===== src/rtl/can_accept_filter.sv =====
module can_accept_filter #(
  parameter int NUM_BANKS = 14,
  parameter int ADDR_W    = 8,
  localparam int NUM_FILT = 2 * NUM_BANKS,
  localparam int IDX_W    = $clog2(NUM_FILT)
) (
  input  logic              clk,
  input  logic              rst_n,
  input  logic              cfg_we,
  input  logic [ADDR_W-1:0] cfg_addr,
  input  logic [31:0]       cfg_wdata,
  input  logic              frame_valid,
  input  logic [28:0]       frame_id,
  input  logic              frame_ext,
  input  logic              frame_rtr,
  output logic              result_valid,
  output logic              result_accept,
  output logic              result_fifo,
  output logic [IDX_W-1:0]  result_filter
);

  localparam logic [ADDR_W-1:0] A_CTRL  = ADDR_W'(0);
  localparam logic [ADDR_W-1:0] A_MODE  = ADDR_W'(1);
  localparam logic [ADDR_W-1:0] A_SCALE = ADDR_W'(2);
  localparam logic [ADDR_W-1:0] A_FIFO  = ADDR_W'(3);
  localparam logic [ADDR_W-1:0] A_ACT   = ADDR_W'(4);
  localparam int REG_BASE = 32;

  logic                 init_q;
  logic [NUM_BANKS-1:0] mode_q, scale_q, fifo_q, act_q;
  logic [31:0]          fr_q [NUM_BANKS][2];
  logic [NUM_FILT-1:0]  hit;
  logic [31:0]          cmp_word;
  logic                 cfg_ok;
  logic                 any_hit;
  logic                 pick_fifo;
  logic [IDX_W-1:0]     pick_idx;

  assign cfg_ok = cfg_we & init_q;

  assign cmp_word = frame_ext ? {frame_id, 1'b1, frame_rtr, 1'b0}
                              : {frame_id[10:0], 18'd0, 1'b0, frame_rtr, 1'b0};

  always_ff @(posedge clk) begin
    if (!rst_n) begin
      init_q  <= 1'b0;
      mode_q  <= '0;
      scale_q <= '0;
      fifo_q  <= '0;
      act_q   <= '0;
    end else begin
      if (cfg_we && cfg_addr == A_CTRL)  init_q  <= cfg_wdata[0];
      if (cfg_we && cfg_addr == A_ACT)   act_q   <= cfg_wdata[NUM_BANKS-1:0];
      if (cfg_ok && cfg_addr == A_MODE)  mode_q  <= cfg_wdata[NUM_BANKS-1:0];
      if (cfg_ok && cfg_addr == A_SCALE) scale_q <= cfg_wdata[NUM_BANKS-1:0];
      if (cfg_ok && cfg_addr == A_FIFO)  fifo_q  <= cfg_wdata[NUM_BANKS-1:0];
    end
  end

  for (genvar b = 0; b < NUM_BANKS; b++) begin : g_bank
    for (genvar r = 0; r < 2; r++) begin : g_reg
      always_ff @(posedge clk) begin
        if (!rst_n) fr_q[b][r] <= '0;
        else if (cfg_ok && cfg_addr == ADDR_W'(REG_BASE + 2*b + r))
          fr_q[b][r] <= cfg_wdata;
      end
    end

    logic live, eq0, eq1, mhit;
    assign live = act_q[b] & scale_q[b];
    assign eq0  = cmp_word == fr_q[b][0];
    assign eq1  = cmp_word == fr_q[b][1];
    assign mhit = ((cmp_word ^ fr_q[b][0]) & fr_q[b][1]) == 32'd0;
    assign hit[2*b]   = live & (mode_q[b] ? mhit : eq0);
    assign hit[2*b+1] = live & ~mode_q[b] & eq1;
  end

  always_comb begin
    any_hit   = 1'b0;
    pick_idx  = '0;
    pick_fifo = 1'b0;
    for (int i = NUM_FILT - 1; i >= 0; i--) begin
      if (hit[i]) begin
        any_hit   = 1'b1;
        pick_idx  = IDX_W'(i);
        pick_fifo = fifo_q[i/2];
      end
    end
  end

  always_ff @(posedge clk) begin
    if (!rst_n) begin
      result_valid  <= 1'b0;
      result_accept <= 1'b0;
      result_fifo   <= 1'b0;
      result_filter <= '0;
    end else begin
      result_valid  <= frame_valid;
      result_accept <= frame_valid & ~init_q & any_hit;
      result_fifo   <= frame_valid & ~init_q & any_hit & pick_fifo;
      result_filter <= (frame_valid & ~init_q & any_hit) ? pick_idx : '0;
    end
  end

  p_valid_follows_r9: assert property (@(posedge clk) disable iff (!rst_n)
    frame_valid |=> result_valid);
  p_valid_single_r9: assert property (@(posedge clk) disable iff (!rst_n)
    !frame_valid |=> !result_valid);
  p_reject_zero_r9: assert property (@(posedge clk) disable iff (!rst_n)
    !result_accept |-> (result_filter == '0 && !result_fifo));
  p_init_blocks_r8: assert property (@(posedge clk) disable iff (!rst_n)
    (frame_valid && init_q) |=> !result_accept);
  p_mode_guard_r7: assert property (@(posedge clk) disable iff (!rst_n)
    (cfg_we && !init_q && cfg_addr == A_MODE) |=> $stable(mode_q));
  p_fifo_guard_r7: assert property (@(posedge clk) disable iff (!rst_n)
    (cfg_we && !init_q && cfg_addr == A_FIFO) |=> $stable(fifo_q));
  p_active_only_r4: assert property (@(posedge clk) disable iff (!rst_n)
    result_accept |-> ((($past(act_q) & $past(scale_q)) >> (result_filter >> 1)) & NUM_BANKS'(1)) != '0);

endmodule


===== config.mk =====
export PLATFORM = sky130hd
export DESIGN_NAME = can_accept_filter
export DESIGN_NICKNAME = d
export VERILOG_FILES = /design/src/rtl/can_accept_filter.sv
export SDC_FILE = /design/constraint.sdc
export NUM_CORES = 2
export LEC_CHECK = 0
export ABC_AREA = 1
export BUFFER_PORTS_ARGS = -buffer_cell sky130_fd_sc_hd__buf_4
export CAP_MARGIN = 10
export CORE_ASPECT_RATIO = 1.2
export CORE_MARGIN = 2
export CORE_UTILIZATION = 50
export CTS_BUF_LIST = sky130_fd_sc_hd__clkbuf_16
export DETAILED_ROUTE_END_ITERATION = 6
export PLACE_DENSITY_LB_ADDON = 0.15
export SYNTH_ARGS = -nofsm -noshare
export SYNTH_HDL_FRONTEND = slang
export SYNTH_SLANG_ARGS = --single-unit
export TNS_END_PERCENT = 5

===== constraint.sdc =====
create_clock -name clk -period 5.6 [get_ports clk]
set_input_delay 0.56 -clock clk [delete_from_list [all_inputs] [get_ports clk]]
set_output_delay 0.56 -clock clk [all_outputs]
set_load 0.02 [all_outputs]

==> results.txt <==
The number of global-route vias before repair came out at about 38000. During I/O placement, the number of pins put on the boundary was 83. The category of the most critical setup path is in2reg.

The signal on the critical path passes through buf_4 > buf_12 > nand2_2 > inv_1 > buf_4 > o21ai_0 > nor4_1 > nand4_1 > nor4_1 > nand3_1 > nand2_1 > a21oi_1 > nor2_1 > nor2_1 > nor4_1 > buf_4. Static timing analysis puts the maximum clock frequency at around 230 MHz. The first-iteration detailed-routing DRC count came out at 6157. Leaving out fill and tap cells, the most frequent cell in the layout is sky130_fd_sc_hd__nor2_1. The endpoint identified for the worst register-to-register timing path is result_filter[0]. In the layout the commonest cells are sky130_fd_sc_hd__nor2_1 (1097), sky130_fd_sc_hd__edfxtp_1 (896), sky130_fd_sc_hd__nand2_1 (806), sky130_fd_sc_hd__xor2_1 (363), sky130_fd_sc_hd__inv_1 (318). The register-to-register setup slack is about 2.0 ns. The placed standard-cell area came out at a little over 50000 um^2.

The clock period minus final worst setup slack is around 4.3 ns. Summed over all failing endpoints, the final setup total negative slack is 0 ns. With fillers left out, the area of the finished cells amounts to 54750 um^2. The critical path crosses 16 cells after its start point. Synthesis handed over a netlist of approximately 5000 instances. The count of buffers from port buffering came out at between 80 and 90.

The layout has roughly 8600 filler cells. After detailed routing, the met2 layer carries about 85000 um of wire. The highest metal layer carrying signal wires in the routed design is met5. The area used by multi-input combinational logic is between 15000 and 20000 um^2. The number of buffers between clock root and the deepest sink came out at 3.

The via-per-instance ratio came out at ~6.2. At the pin with the least slew margin, the transition time is 1.271 ns. Clock latency on the worst-skew pair, taken at its later pin, is approximately 0.7 ns.

The number of failing setup endpoints in the final timing report is 0. Routability-driven placement finished with a final weighted congestion of about 1. The number of cells on the worst reg-to-reg path came out at 34. The flow ran to the end, and the final reports show no timing, DRC or antenna violations. The number of placement rows came out at 125.

The floorplan step set the die width to between 200 and 300 um. The total wire length is 192700 um. The number of max-slew violations in the final report came out at 0.

The number of placed instances, taps included, is about 6300. The area of the core is between 90000 and 100000 um^2. The worst setup path is launched from an input pin. Cells with a size suffix above 1 make up under 10% of the layout. The number of enable flip-flop cells after synthesis came out at about 900. The async set or reset register ratio after synthesis is 0%. The post-detailed-placement half-perimeter wirelength is approximately 120000 um. Gates resized during post-CTS repair numbered 0. The first TritonRoute pass finished after 6 iterations. Averaged over all synthesized cells, the footprint is about 9.7 um^2.

The average detailed-routed wire length per instance came out at roughly 30 um. The initial utilization of the core area, before any placement, comes to approximately 50%. The global-route total usage across every layer came out at about two fifths. For this run the aggregate overflow at the end of global routing stands at 0.

The number of hold violations in the final report came out at 0. The number of setup buffers added after CTS came out at 0. The quantity of hold-fixing buffers added after cts came out at 0. STA puts the critical path data required time at 6.26 ns.

In this run the worst setup path begins at frame_ext. In this design, the largest share of critical-path delay is due to simple AND/OR/NAND/NOR gates. The routed layout has approximately 40000 vias. The first-pass GRT wire length is between 200000 and 300000 um. Across the routed clock network, the largest skew measured is between 0.03 and 0.04 ns. The period utilization is between 70 and 80%. The tightest min-delay check is of the in2reg type. Clock tree synthesis inserted a total of 102 buffers. The net count after synthesis is roughly 5100.

Together, buffers and inverters on the worst path number 5. In the synthesized netlist the dominant register cell turns out to be sky130_fd_sc_hd__edfxtp_1. The total inserted antenna cells is 0.

The distinct cell type count of the synthesized netlist came out at 59. The clock-pin slew of the registers on the worst-case setup and hold paths is 0.06 ns. The number of antenna violations at the first check in global routing came out at 5. The combined flip-flop and latch cell area is approximately 28000 um^2. For this run, design rule violations remaining after detail routing come to 0.

The met3 wire length is ~23000 um. The worst register-to-register path begins at act_q[13]. Following the worst setup path forward leads to its endpoint at result_filter[1]. In this run the remaining antenna-violating nets after routing total 0. Sequential cells were found to cover slightly below 60% of the synthesized design area. The slowest stage of the critical path belongs to the cell sky130_fd_sc_hd__nor4_1.

The number of synthesized register bits came out at roughly 960. The total power per unit cell area is ~320 nW/um^2. The data arrival time of the worst path is approximately 5 ns.

The filler-free cell count of the finished design is ~6500. The largest single stage delay on the critical path is 0.91 ns. The total of warnings raised by yosys came out at 0. For this block, wires on met1 add up to just over 70000 um.

The height of the die came out at 346.8 um. The final layout net count came out at roughly 5200. The number of clock sinks came out at between 900 and 1000.

Setup repair after global routing left no endpoint under its margin. The die covers roughly 100000 um^2. Entering global routing, the biggest net connects 69 pins. VDD sags by at most between 200 and 300 uV.

The leakage component of the power is about 0.022 uW. The tree is rooted in a sky130_fd_sc_hd__clkbuf_16. The normalized max-slew margin is around 15%. The clock tree synthesis step divided the H-tree into 3 levels.

The post-synthesis cell area came out at 48960 um^2. The maximum fanout encountered on the critical timing path is 59. Relative to the synthesized area, the layout overhead comes to 11.82%.

The worst setup path is captured at a flip-flop. TritonCTS built the clock tree. The max-capacitance violation count came out at 0.
-- state kept, by name, indices dropped and copies added, names as in the netlist --
name	flops
fr_q	896
result_accept	1
fifo_q	14
result_filter	5
act_q	14
scale_q	14
result_fifo	1
mode_q	14
result_valid	1
init_q	1
-- worst reg2reg max path, delay by kind of cell (launching register included) --
kind	cells	cell delay [ns]
compound gates	1	0.15
flops	1	0.36
simple gates	33	3.01
-- per-layer routing --
metal	track usage, %	up-vias
met5	0	-
met4	20.72	2
met3	6.741	529
met2	57.91	2743
met1	52.01	19470
li1	-	17230
-- how the worst min path moves through the flow --
stage                      startpoint            to  slack, ns  cells after the start
after global routing      frame_valid  result_valid       0.11                      3
after CTS                 frame_valid  result_valid       0.07                      3
final                     frame_valid  result_valid        0.1                      3
after detailed placement    fifo_q[0]   result_fifo       0.52                      4
after global placement      fifo_q[0]   result_fifo       0.51                      4
after floorplan                init_q        init_q       0.49                      2
-- synthesized netlist by cell type, drive strengths merged (9+ instances only) --
cell	instances	share of area [%]
a2111oi	34	0.65
inv	343	2.6
nor2	1098	8.4
dfxtp	65	2.7
nor3	40	0.41
xnor2	181	3.2
clkbuf	191	1.5
nor4b	9	0.16
buf	98	1.4
o22ai	117	1.5
nand2	836	6.6
nand3	172	1.8
nand4	89	1.1
nor4	95	1.2
xor2	363	6.5
edfxtp	896	55
o21ai	135	1.4
or2	21	0.27
a22o	21	0.38
o2111ai	28	0.50
a221oi	27	0.48
o221ai	9	0.16
a21oi	85	0.87
a211oi	15	0.23
-- per-stage QoR --
step	worst slack (ns)	util (%)	total power, uW	hold slack, ns
floorplan	1.417	-	9356	0.4905
global placement	0.6558	52.86	10200	0.5057
detailed placement	0.7549	52.86	10200	0.5163
CTS	1.501	56.46	17200	0.06800
global route	1.066	56.46	17640	0.1065
finish	1.294	56.46	17260	0.09672
-- logic make-up (layout without fill, tap and decap cells) --
| logic type | Yosys count | after routing | share of synthesized area (%) |
|---|---|---|---|
| buffers and inverters | 635 | 789 | 5.513 |
| AND/OR/NAND/NOR | 2389 | 2389 | 20.36 |
| multiplexers | 1 | 1 | 0.02045 |
| AO/OA/AOI/OAI | 508 | 508 | 6.762 |
| flip-flops | 961 | 961 | 57.61 |
| XOR/XNOR | 544 | 544 | 9.732 |
-- area by class of cell --
class                           count  area share [%]
Clock buffer                      107           4.891
Inverter                          346           2.372
Multi-Input combinational cell   3442           33.14
Timing Repair Buffer              251           3.693
Sequential cell                   961           51.52
Clock inverter                     85           1.479
Tap cell                         1270           2.903
-- power breakdown --
| group | leakage, uW | total, uW | internal, uW | switching (uW) |
|---|---|---|---|---|
| sequential | 0.00976 | 8200 | 8050 | 150 |
| clock | 0.00173 | 7150 | 4150 | 3000 |
| combinational | 0.0105 | 1910 | 507 | 1410 |
Note: power is estimated with default switching activity, not from simulation.
